## config.mk

```make
export PLATFORM = sky130hd
export DESIGN_NAME = fwd_flush_ctrl
export DESIGN_NICKNAME = d
export VERILOG_FILES = /design/src/rtl/fwd_flush_pkg.sv /design/src/rtl/fwd_ctrl.sv /design/src/rtl/fwd_datapath.sv /design/src/rtl/fwd_flush_ctrl.sv
export SDC_FILE = /design/constraint.sdc
export NUM_CORES = 1
export LEC_CHECK = 0
export ABC_CLOCK_PERIOD_IN_PS = 2000
export BUFFER_PORTS_ARGS = -buffer_cell sky130_fd_sc_hd__buf_2
export CAP_MARGIN = 20
export CORE_AREA = 3 3 138 140
export CTS_BUF_LIST = sky130_fd_sc_hd__clkbuf_4
export DETAILED_ROUTE_END_ITERATION = 16
export DIE_AREA = 0 0 141 143
export PLACE_DENSITY_LB_ADDON = 0.05
export SYNTH_ARGS = -nofsm -noshare
export SYNTH_HDL_FRONTEND = slang
export SYNTH_SLANG_ARGS = --single-unit
```

## constraint.sdc

```tcl
create_clock -name clk -period 2 [get_ports clk]
set_input_delay 0.2 -clock clk [delete_from_list [all_inputs] [get_ports clk]]
set_output_delay 0.2 -clock clk [all_outputs]
set_load 0.01 [all_outputs]
```

## src/rtl/fwd_flush_pkg.sv

```systemverilog
package fwd_flush_pkg;
  // operand source codes; the order is the bypass priority
  typedef enum logic [1:0] {
    SEL_RF  = 2'd0,
    SEL_ME1 = 2'd1,
    SEL_ME2 = 2'd2,
    SEL_WB  = 2'd3
  } fwdSel_t;

  // strobes from control to datapath
  typedef struct packed {
    fwdSel_t selA;
    fwdSel_t selB;
    logic    squash;
    logic    advance;
  } strobes_t;

  localparam int NUM_PROD = 3;
  localparam int NUM_OPS  = 2;
  localparam logic [31:0] NOP_WORD32 = 32'h0000_0013;
endpackage

```

## src/rtl/fwd_ctrl.sv

```systemverilog
module fwd_ctrl
  import fwd_flush_pkg::*;
#(
  parameter int REG_BITS = 5
) (
  input  logic [REG_BITS-1:0] exRs1,
  input  logic [REG_BITS-1:0] exRs2,
  input  logic [REG_BITS-1:0] me1Rd,
  input  logic                me1Nop,
  input  logic [REG_BITS-1:0] me2Rd,
  input  logic                me2Nop,
  input  logic [REG_BITS-1:0] wbRd,
  input  logic                wbNop,
  input  logic                exJump,
  input  logic                exTaken,
  input  logic                stall,
  output strobes_t            strobes
);
  logic [NUM_PROD-1:0][REG_BITS-1:0] prodRd;
  logic [NUM_PROD-1:0]               prodLive;
  logic [NUM_OPS-1:0][REG_BITS-1:0]  srcReg;
  fwdSel_t                           opSel [NUM_OPS];

  assign prodRd   = {wbRd, me2Rd, me1Rd};
  assign prodLive = {~wbNop  && (wbRd  != '0),
                     ~me2Nop && (me2Rd != '0),
                     ~me1Nop && (me1Rd != '0)};
  assign srcReg   = {exRs2, exRs1};

  for (genvar op = 0; op < NUM_OPS; op++) begin : g_op
    logic [NUM_PROD-1:0] hit;
    for (genvar p = 0; p < NUM_PROD; p++) begin : g_prod
      assign hit[p] = prodLive[p] && (prodRd[p] == srcReg[op]);
    end
    always_comb begin
      // youngest producer (lowest index) wins
      if (hit[0])      opSel[op] = SEL_ME1;
      else if (hit[1]) opSel[op] = SEL_ME2;
      else if (hit[2]) opSel[op] = SEL_WB;
      else             opSel[op] = SEL_RF;
    end
  end

  always_comb begin
    strobes.selA    = opSel[0];
    strobes.selB    = opSel[1];
    strobes.squash  = exJump | exTaken;
    strobes.advance = ~stall;
  end
endmodule

```

## src/rtl/fwd_datapath.sv

```systemverilog
module fwd_datapath
  import fwd_flush_pkg::*;
#(
  parameter int XLEN = 32
) (
  input  logic            clk,
  input  logic            rst,
  input  strobes_t        strobes,
  input  logic [XLEN-1:0] fetchWord,
  input  logic            fetchNop,
  input  logic            busStall,
  input  logic [XLEN-1:0] rfData1,
  input  logic [XLEN-1:0] rfData2,
  input  logic [XLEN-1:0] me1Result,
  input  logic [XLEN-1:0] me2Result,
  input  logic [XLEN-1:0] wbResult,
  output logic [XLEN-1:0] decInstr,
  output logic            decNop,
  output logic [XLEN-1:0] exInstr,
  output logic            exNop,
  output logic [XLEN-1:0] opA,
  output logic [XLEN-1:0] opB
);
  localparam logic [XLEN-1:0] NOP_WORD = XLEN'(NOP_WORD32);

  logic [NUM_OPS-1:0][XLEN-1:0] rfVals;
  logic [NUM_OPS-1:0][XLEN-1:0] opVals;
  fwdSel_t                      sels [NUM_OPS];

  assign rfVals  = {rfData2, rfData1};
  assign sels[0] = strobes.selA;
  assign sels[1] = strobes.selB;

  for (genvar op = 0; op < NUM_OPS; op++) begin : g_mux
    always_comb begin
      unique case (sels[op])
        SEL_ME1: opVals[op] = me1Result;
        SEL_ME2: opVals[op] = me2Result;
        SEL_WB:  opVals[op] = wbResult;
        default: opVals[op] = rfVals[op];
      endcase
    end
  end

  assign opA = opVals[0];
  assign opB = opVals[1];

  logic fetchBubble;
  assign fetchBubble = fetchNop | busStall;

  always_ff @(posedge clk) begin
    if (rst || strobes.squash) begin
      decInstr <= NOP_WORD;
      decNop   <= 1'b1;
      exInstr  <= NOP_WORD;
      exNop    <= 1'b1;
    end else if (strobes.advance) begin
      exInstr  <= decInstr;
      exNop    <= decNop;
      decInstr <= fetchBubble ? NOP_WORD : fetchWord;
      decNop   <= fetchBubble;
    end
  end
endmodule

```

## src/rtl/fwd_flush_ctrl.sv

```systemverilog
module fwd_flush_ctrl
  import fwd_flush_pkg::*;
#(
  parameter int XLEN     = 32,
  parameter int REG_BITS = 5
) (
  input  logic                clk,
  input  logic                rst,
  input  logic                stall,
  input  logic [XLEN-1:0]     fetchWord,
  input  logic                fetchNop,
  input  logic                busStall,
  input  logic [REG_BITS-1:0] exRs1,
  input  logic [REG_BITS-1:0] exRs2,
  input  logic [XLEN-1:0]     rfData1,
  input  logic [XLEN-1:0]     rfData2,
  input  logic [REG_BITS-1:0] me1Rd,
  input  logic                me1Nop,
  input  logic [XLEN-1:0]     me1Result,
  input  logic [REG_BITS-1:0] me2Rd,
  input  logic                me2Nop,
  input  logic [XLEN-1:0]     me2Result,
  input  logic [REG_BITS-1:0] wbRd,
  input  logic                wbNop,
  input  logic [XLEN-1:0]     wbResult,
  input  logic                exJump,
  input  logic                exTaken,
  output logic                flush,
  output logic [XLEN-1:0]     decInstr,
  output logic                decNop,
  output logic [XLEN-1:0]     exInstr,
  output logic                exNop,
  output logic [XLEN-1:0]     opA,
  output logic [XLEN-1:0]     opB,
  output logic [1:0]          selA,
  output logic [1:0]          selB
);
  strobes_t strobes;

  fwd_ctrl #(.REG_BITS(REG_BITS)) u_ctrl (
    .exRs1(exRs1), .exRs2(exRs2),
    .me1Rd(me1Rd), .me1Nop(me1Nop),
    .me2Rd(me2Rd), .me2Nop(me2Nop),
    .wbRd(wbRd),   .wbNop(wbNop),
    .exJump(exJump), .exTaken(exTaken),
    .stall(stall),
    .strobes(strobes)
  );

  fwd_datapath #(.XLEN(XLEN)) u_dp (
    .clk(clk), .rst(rst), .strobes(strobes),
    .fetchWord(fetchWord), .fetchNop(fetchNop), .busStall(busStall),
    .rfData1(rfData1), .rfData2(rfData2),
    .me1Result(me1Result), .me2Result(me2Result), .wbResult(wbResult),
    .decInstr(decInstr), .decNop(decNop),
    .exInstr(exInstr), .exNop(exNop),
    .opA(opA), .opB(opB)
  );

  assign flush = strobes.squash;
  assign selA  = strobes.selA;
  assign selB  = strobes.selB;
endmodule

```

Word-level counts from Yosys, hierarchy flattened
Cells that the tools add are included.
{ "totals": {"input_bits": 227, "regBits": 66, "word_cells": 43} }
{ "classes": {"mux": 9, "eq_ne": 12, "n_reduce_logical": 13, "bitwise_logic": 5} }
{ "op_table": {"columns": ["operator", "n"], "rows": [
  ["32-bit case mux with 3 select lines", 2],
  ["32-bit 2-to-1 mux", 1],
  ["5-bit equality test", 6],
  ["5-bit nonzero test", 3],
  ["2-bit 2-to-1 mux", 6],
  ["1-bit logical AND", 9],
  ["2-bit equality test, second input constant", 4],
  ["2-bit by 1-bit equality test with 1-bit output, second input constant", 2],
  ["1-bit inverter", 3],
  ["1-bit OR", 2],
  ["1-bit logical OR", 1]
]} }

Longest topological paths before layout
Gate-level depths: netlist (run 1).
{ "depth": {"word_depth": 8, "mapped_depth": 8} }

By module
From an unflattened synthesis (run 1), not the netlist that was laid out.
{ "hier_totals": {"cells_unflattened": 359, "area_unflattened_um2": 4495.6} }
{ "modules_own_cells": {"columns": ["module", "cells_each", "area_per_inst_um2", "instances"], "rows": [
  ["fwd_datapath", 298, 4050.1, 1],
  ["fwd_ctrl", 61, 445.4, 1]
]} }

Least setup slack after synthesis (run 1)
OpenSTA, ideal clock, no wires.
{ "synth_timing": {"path_kind": "input port to output port", "startpoint": "in wbRd[0]", "endpoint": "out opA[10]", "arrival_ns": 1.852, "setup_slack_ns": -0.052, "path_stages": 7, "required_time_ns": 1.800, "path_cell_list": "or4_1 > o211a_1 > and3b_1 > or3_1 > buf_2 > buf_6 > a2bb2oi_1"} }
{ "synth_between": {"elab_chain_cells": 8, "word_cells_on_any_way": 11} }
{ "synth_rtl": {"columns": ["element", "line_no", "rtl"], "rows": [
  ["from (decl)", "fwd_flush_ctrl.sv:23", "input logic [REG_BITS-1:0] wbRd,"],
  ["5-bit nonzero test", "fwd_ctrl.sv:25", "assign prodLive = {~wbNop && (wbRd != '0),"],
  ["1-bit logical AND", "fwd_ctrl.sv:25", null],
  ["1-bit logical AND (*)", "fwd_ctrl.sv:33", "assign hit[p] = prodLive[p] && (prodRd[p] == srcReg[op]);"],
  ["2-bit 2-to-1 mux (*)", "fwd_ctrl.sv:39", "else if (hit[2]) opSel[op] = SEL_WB;"],
  ["2-bit 2-to-1 mux (*)", "fwd_ctrl.sv:38", "else if (hit[1]) opSel[op] = SEL_ME2;"],
  ["2-bit 2-to-1 mux (*)", "fwd_ctrl.sv:37", "if (hit[0]) opSel[op] = SEL_ME1;"],
  ["2-bit equality test or 2-bit by 1-bit equality test with 1-bit output (tied branches)", "fwd_datapath.sv:36", "unique case (sels[op])"],
  ["32-bit case mux with 3 select lines (*)", "fwd_datapath.sv:36", null],
  ["to (decl)", "fwd_flush_ctrl.sv:33", "output logic [XLEN-1:0] opA,"]
]} }
Every way passes the cells marked *; elsewhere a longest branch is shown, timed or not.

Worst setup path after layout (run 1)
{ "layout_timing": {"startpoint": "in wbRd[0]", "endpoint": "out opA[5]"} }
Same word-level chain as after synthesis.

==> flow_summary_export.csv, run 1 <==
group,metric,value,unit
yosys,syn_inst,680,
power_and_ir_drop,pwr-share-seq,0.369,
min_path,hold_path_class,"in -> reg",
power_and_ir_drop,p_clk_frac,0.276,
power_and_ir_drop,pwr-share-comb,0.356,
cells_and_area,syn_to_final_growth,60.54,%
placed_design,numPortBuffers,361,
sta,min_period,2.288,ns
power_and_ir_drop,leakagePower,3.692,nW
cells_and_area,final_cell_mix,"buf_2, nor2_1, nand2_1, buf_4, dfxtp_1",
yosys,ys_seq_area_frac,0.2541,
die,start_util,0.2895,
worst_setup_path,crit_slowest_cell,"or4_4",
sta,whs,0.03129,ns
sta,worst_slack,-0.2881,ns
power_and_ir_drop,p_int,2.443,mW
cells_and_area,layout_commonest_cell,"buf_2",
routing,wl_met3,1764,microns
clock_tree,cts_root_buf,"clkbuf_4",
worst_setup_path,path_class,"in -> out",
worst_setup_path,arrival,2.09,ns
global_routing,first_global_vias,6795,
clock_tree,cts_setup_buffers,0,
worst_setup_path,cp.required,1.80,ns
global_routing,grt_max_degree,59,
clock_tree,ctsLongestPathBuffers,2,
placed_design,place_congestion,0.8311,
worst_setup_path,crit_family,"simple AND/OR/NAND/NOR gates",
yosys,ys.flop_type,"dfxtp_1",
routing,route.met2.wl,12510,microns
yosys,synthTopCellsByArea,"dfxtp_1, a2bb2oi_1, nand4b_1",
worst_setup_path,end_kind,"output pin",
worst_setup_path,critical_path.max_fanout,16,
routing,via_per_inst,5.212,
global_routing,antenna_found_initial,10,
global_routing,track_usage,0.2303,
worst_setup_path,r2r_slack,1.28,ns
sta,drv_slew,0,
cells_and_area,nNetsFinal,1302,
die,num_rows,49,
yosys,netlist_area,5200,sq um
cells_and_area,drive_above_1_share,0.4796,
die,core_region_area,17960,sq um
run_status,violations,"setup timing",
worst_setup_path,worst-path-buf-inv,3,
global_routing,grt_first_pass_wirelength,37530,microns
worst_setup_path,crit_path_cell_trace,"buf_6 -> or4_4 -> o211a_1 -> and3b_1 -> or3_4 -> buf_12 -> a2bb2oi_1 -> buf_2",
run_status,status,"complete, but fails checks",
sta,maxSlewHeadroom,0.6021,
yosys,ys.warnings.count,0,
sta,max_freq,437.0,MHz
worst_setup_path,critPathMaxStageDelay,0.54,ns
power_and_ir_drop,switching_power,1.144,mW
power_and_ir_drop,switching_share,0.3190,
routing,highest_layer,"met5",
sta,setup_viol,64,
die,ios,362,
die,die_w,141,microns
power_and_ir_drop,p_per_area,429.6,nW/um^2
routing,drc,0,
yosys,yosysTopAreaCell,"dfxtp_1",
yosys,syn_nets,907,
clock_tree,clock_latency,0.40,ns
clock_tree,cts_sinks,66,
die,fp.dieH,143,microns
worst_setup_path,cp-start-kind,"primary input",
power_and_ir_drop,max-vdd-ir-drop,0.4346,mV
routing,met1Wirelength,9612,microns
placed_design,dp_hpwl,18530,microns
cells_and_area,utilization,0.4647,
sta,timing.final.crit_share,1.144,
sta,skew,0.008606,ns
sta,rsz0062_at_grt,"yes",
yosys,synth_area_per_cell,7.647,sq um
clock_tree,cts_buffers,9,
routing,wl,24400,microns
yosys,synth_cell_type_count,31,
routing,drt.antenna.violating_nets,0,
sta,tightest_slew,0.5969,ns
routing,initialDrtViolationCount,278,
routing,first_pass_iters,5,
yosys,synth_top_cell_area_share,0.2541,
die,die_area,20160,sq um
yosys,ys_async_sr_fraction,0,
yosys,synth-seq-cells,66,
clock_tree,htreeDepth,3,
routing,vias,6854,
job,maxCapViolCount,0,
routing,wire_per_inst,18.56,microns
global_routing,grt_overflow,0,
sta,hold_viol,0,
clock_tree,cts_tree,"yes",
yosys,synth_edf_count,0,
clock_tree,path_clk_slew,0.11,ns
[synthesized netlist by cell type, types with 4 or more instances]
cell type / instances
a22oi_1: 29
a2bb2oi_1: 64
buf_1: 7
buf_6: 6
clkbuf_1: 64
dfxtp_1: 66
inv_1: 5
mux2i_1: 33
nand2_1: 75
nand3_1: 39
nand4_1: 9
nand4b_1: 56
nor2_1: 87
nor3_1: 7
o211ai_1: 38
o311ai_0: 26
or2_2: 14
or3_1: 4
xnor2_1: 6
xor2_1: 24
[per-layer routing]
| layer | GRT usage | up-vias |
|---|---|---|
| li1 | - | 3355 |
| met1 | 0.2712 | 3172 |
| met2 | 0.4153 | 284 |
| met3 | 0.05090 | 35 |
| met4 | 0.07547 | 8 |
| met5 | 0 | - |
[cell families (layout without fill, tap and decap cells)]
| kind of cell | after synthesis | count (layout) | synth area share |
|---|---|---|---|
| AND/OR/NAND/NOR | 300 | 300 | 0.3005 |
| AO/OA/AOI/OAI | 166 | 166 | 0.2606 |
| buffers and inverters | 85 | 485 | 0.07074 |
| flip-flops | 66 | 66 | 0.2541 |
| multiplexers | 33 | 33 | 0.06352 |
| XOR/XNOR | 30 | 30 | 0.05053 |
| other | 0 | 6 | 0 |
[worst paths after layout]
check | start | to | depth (start not counted)
max | wbRd[0] | opA[5] | 8
min | fetchWord[7] | u_dp.decInstr[7] | 3
min reg2reg | u_dp.exInstr[4] | u_dp.exInstr[4] | 2
max reg2reg | u_dp.decInstr[2] | u_dp.decInstr[2] | 2
[worst min-delay path, cell delays in order]
cell and delay (ns):
buf_2 0.08, a22oi_1 0.05, nor2_1 0.08
[power groups by stage]
stage | Combinational [mW] | Clock, mW | Sequential [mW]
3_5_place_dp | 1.23 | 0 | 1.35
4_1_cts | 1.27 | 1.03 | 1.32
2_1_floorplan | 0.612 | 0 | 1.35
3_3_place_gp | 1.23 | 0 | 1.35
5_1_grt | 1.38 | 1.09 | 1.32
6_report | 1.28 | 0.989 | 1.32
[registers in the layout (all words and copies together), names as in the netlist]
signal and cells:
u_dp.exInstr 32, u_dp.exNop 1, u_dp.decNop 1, u_dp.decInstr 32
[layout make-up]
cell class                 count  area [sq um]
inverter                       5         18.77
antenna                        6         15.01
sequential                    66          1321
tap                          229         286.5
fill                        1936          9615
timing repair buffer         464          2791
clock buffer                   9         67.56
multi-input combinational    529          3755
clock inverter                 7         92.59
[per-stage QoR]
stage | power (mW) | area, sq um | std cells | setup slack (ns) | setup TNS, ns
floorplan | 1.966 | 5368 | 680 | -0.04897 | -2.677
global placement | 2.580 | 7886 | 1275 | -0.4085 | -22.96
detailed placement | 2.582 | 7886 | 1275 | -0.4217 | -23.66
CTS | 3.630 | 8288 | 1309 | -0.2951 | -16.96
global route | 3.797 | 8348 | 1315 | -0.3407 | -19.92
finish | 3.587 | 8348 | 1315 | -0.2881 | -16.67
[repair_timing]
action                                  CTS  global route
hold buffers                             18             0
pin swaps                                 1             0
endpoints found under the setup margin   65            68
hold endpoints to repair                 18             0
gates resized for setup                  14            10
Note: power is estimated with default switching activity, not from simulation.
==> run 2, diff against run 1 <==
--- a/config.mk
+++ b/config.mk
@@ -5,13 +5,14 @@
 export SDC_FILE = /design/constraint.sdc
 export NUM_CORES = 1
 export LEC_CHECK = 0
+export ABC_AREA = 1
 export ABC_CLOCK_PERIOD_IN_PS = 2000
-export BUFFER_PORTS_ARGS = -buffer_cell sky130_fd_sc_hd__buf_2
+export BUFFER_PORTS_ARGS = -buffer_cell sky130_fd_sc_hd__clkbuf_2
 export CAP_MARGIN = 20
-export CORE_AREA = 3 3 138 140
+export CORE_AREA = 3 3 140 142
 export CTS_BUF_LIST = sky130_fd_sc_hd__clkbuf_4
 export DETAILED_ROUTE_END_ITERATION = 16
-export DIE_AREA = 0 0 141 143
+export DIE_AREA = 0 0 143 145
 export PLACE_DENSITY_LB_ADDON = 0.05
 export SYNTH_ARGS = -nofsm -noshare
 export SYNTH_HDL_FRONTEND = slang
==> flow_summary_export.csv, run 2 <==
group,metric,value,unit
yosys,synthTopCellsByCount,"nand2_1, nand4_1, nand3_1",
worst_setup_path,end_kind,"output pin",
yosys,ys.warnings.count,0,
cells_and_area,layout_commonest_cell,"clkbuf_2",
die,die_area,20740,sq um
cells_and_area,drive_above_1_share,0.3911,
routing,wire_per_inst,17.85,microns
sta,skew,0.008443,ns
yosys,syn_inst,797,
worst_setup_path,critPathMaxStageDelay,0.29,ns
yosys,synth_area_per_cell,6.322,sq um
yosys,synth.most_common_cell,"nand2_1",
clock_tree,cts_buffers,9,
routing,vias,7076,
power_and_ir_drop,p_per_area,417.6,nW/um^2
worst_setup_path,timing.rr.end,"u_dp.decInstr[30]",
die,num_rows,50,
die,start_util,0.2712,
job,maxCapViolCount,0,
die,fp.dieH,145,microns
worst_setup_path,cp.required,1.80,ns
cells_and_area,largestRegisters,"u_dp.decInstr: 32 flops, u_dp.exInstr: 32 flops",
clock_tree,clock_latency,0.42,ns
clock_tree,cts_tree,"yes",
worst_setup_path,rr_worst_depth,2,
worst_setup_path,arrival,1.67,ns
sta,rsz0062_at_grt,"no",
yosys,netlist_area,5039,sq um
clock_tree,cts_sinks,66,
sta,tightest_slew,0.6706,ns
clock_tree,ctsLongestPathBuffers,2,
sta,drv_slew,0,
sta,fin_setup_tns,0,ns
worst_setup_path,critical_path.max_fanout,40,
yosys,ys_seq_area_frac,0.2622,
yosys,synth-seq-cells,66,
worst_setup_path,crit_end,"opA[18]",
yosys,syn_nets,1024,
worst_setup_path,cp-start-kind,"primary input",
power_and_ir_drop,power.total,3.163,mW
yosys,ys_async_sr_fraction,0,
die,core_region_area,18580,sq um
placed_design,pre_cts_slack,0.03310,ns
sta,worst_slack,0.1302,ns
yosys,synth_top_cell_area_share,0.2622,
cells_and_area,nNetsFinal,1389,
routing,wl,25070,microns
sta,maxSlewHeadroom,0.5529,
cells_and_area,syn_to_final_growth,50.34,%
placed_design,numPortBuffers,361,
worst_setup_path,crit_top_cell,"nand2_1",
placed_design,placed_area,7157,sq um
routing,drc,0,
routing,initialDrtViolationCount,353,
sta,setup_viol,0,
routing,drt.antenna.violating_nets,0,
yosys,synth_cell_type_count,30,
yosys,synthTopCellsByArea,"dfxtp_1, nand4_1, nand2_1",
cells_and_area,final_cell_mix,"clkbuf_2, nand2_1, nand4_1, nand3_1, dfxtp_1",
die,ios,362,
worst_setup_path,path_class,"in -> out",
global_routing,antenna_found_initial,4,
sta,timing.final.crit_share,0.9349,
power_and_ir_drop,leakagePower,3.603,nW
worst_setup_path,crit_slowest_cell,"buf_4",
global_routing,grt_first_pass_wirelength,37670,microns
routing,via_per_inst,5.040,
sta,hold_viol,0,
clock_tree,cts_root_buf,"clkbuf_4",
worst_setup_path,crit_path_cell_trace,"clkbuf_2 -> inv_1 -> nand2_1 -> nand2_1 -> nand2_1 -> nor2_1 -> nand3_4 -> buf_4 -> nand4_1 -> nand4_1 -> clkbuf_2",
cells_and_area,utilization,0.4077,
yosys,ys.flop_type,"dfxtp_1",
cells_and_area,final_area,7575,sq um
worst_setup_path,timing.rr.start,"u_dp.decInstr[30]",
worst_setup_path,r2r_slack,1.32,ns
die,die_w,143,microns
global_routing,grt_max_degree,63,
routing,first_pass_iters,5,
clock_tree,path_clk_slew,0.11,ns
global_routing,grt_overflow,0,
placed_design,place_congestion,0.8804,
sta,max_freq,534.8,MHz
global_routing,track_usage,0.2268,
clock_tree,htreeDepth,3,
placed_design,dp_hpwl,19260,microns
yosys,yosysTopAreaCell,"dfxtp_1",
global_routing,first_global_vias,6764,
yosys,synth_edf_count,0,
sta,min_period,1.870,ns
min_path,hold_path_class,"in -> reg",
run_status,status,"completed",
worst_setup_path,crit_start,"exRs1[1]",
power_and_ir_drop,max-vdd-ir-drop,0.5331,mV
[run 2: changes by cell type after synthesis, sizes merged, moves of 26 or more]
cell     before  now
clkbuf       64   17
inv           5   39
nand4         9  148
o211ai       38    0
a2bb2oi      64    0
nand4b       56    0
nand3        39  112
a21oi         1   60
nand2        75  246
buf          16   55
o311ai       26    0
a22oi        29    0
mux2i        33    0
nor2         87   19
[run 2: kinds of logic after synthesis]
logic type,synth area share
and+or+nand+nor,0.5274
DFF,0.2622
buffers and inverters,0.1050
xor gates and xnor gates,0.03998
AOI/OAI and AO/OA,0.06531
[run 2: area by class of cell]
class                      count  area, sq um
inverter                      41        160.2
antenna                        4        10.01
clock inverter                 6        58.81
timing repair buffer         426         2451
sequential                    66         1321
clock buffer                   9        67.56
tap                          234        292.8
multi-input combinational    618         3213
fill                        2032        11010
[run 2: how the worst min path moves through the flow]
stage	depth (start not counted)	end	from	slack (ns)
after floorplan	2	u_dp.decInstr[0]	fetchWord[0]	0.33
after global placement	3	u_dp.decInstr[1]	fetchWord[1]	0.42
after detailed placement	3	u_dp.decInstr[1]	fetchWord[1]	0.42
after CTS	3	u_dp.decInstr[17]	fetchWord[17]	0.001
after global routing	3	u_dp.decInstr[8]	fetchWord[8]	0.03
final	3	u_dp.decInstr[17]	fetchWord[17]	0.04
[run 2: stage by stage]
stage	instances	hold WS, ns
floorplan	797	0.3309
global placement	1359	0.4168
detailed placement	1359	0.4176
CTS	1400	0.001155
global route	1404	0.02778
finish	1404	0.03939
[run 2: what timing repair did]
| item | CTS | global route |
|---|---|---|
| endpoints found under the hold margin | 26 | 0 |
| setup buffers | 0 | 0 |
| hold buffers | 26 | 0 |
| gates resized for setup | 0 | 4 |
| setup endpoints to repair | 0 | 30 |
[run 2: where the power goes]
part | internal (mW) | switching [mW]
logic | 0.449 | 0.540
clock network | 0.365 | 0.485
registers | 1.32 | 0.00439
[run 2: layer usage]
layer / vias to the layer above / wire, microns / track usage
li1: 3515 / - / -
met1: 3220 / 9753 / 0.2718
met2: 310 / 12690 / 0.3978
met3: 31 / 2114 / 0.05405
met4: 0 / 514 / 0.06702
met5: - / 0 / 0
[run 2: critical path: cells and delay by family]
kind	cells	cell delay, ns
AND/OR/NAND/NOR	7	0.80
buffers and inverters	4	0.64
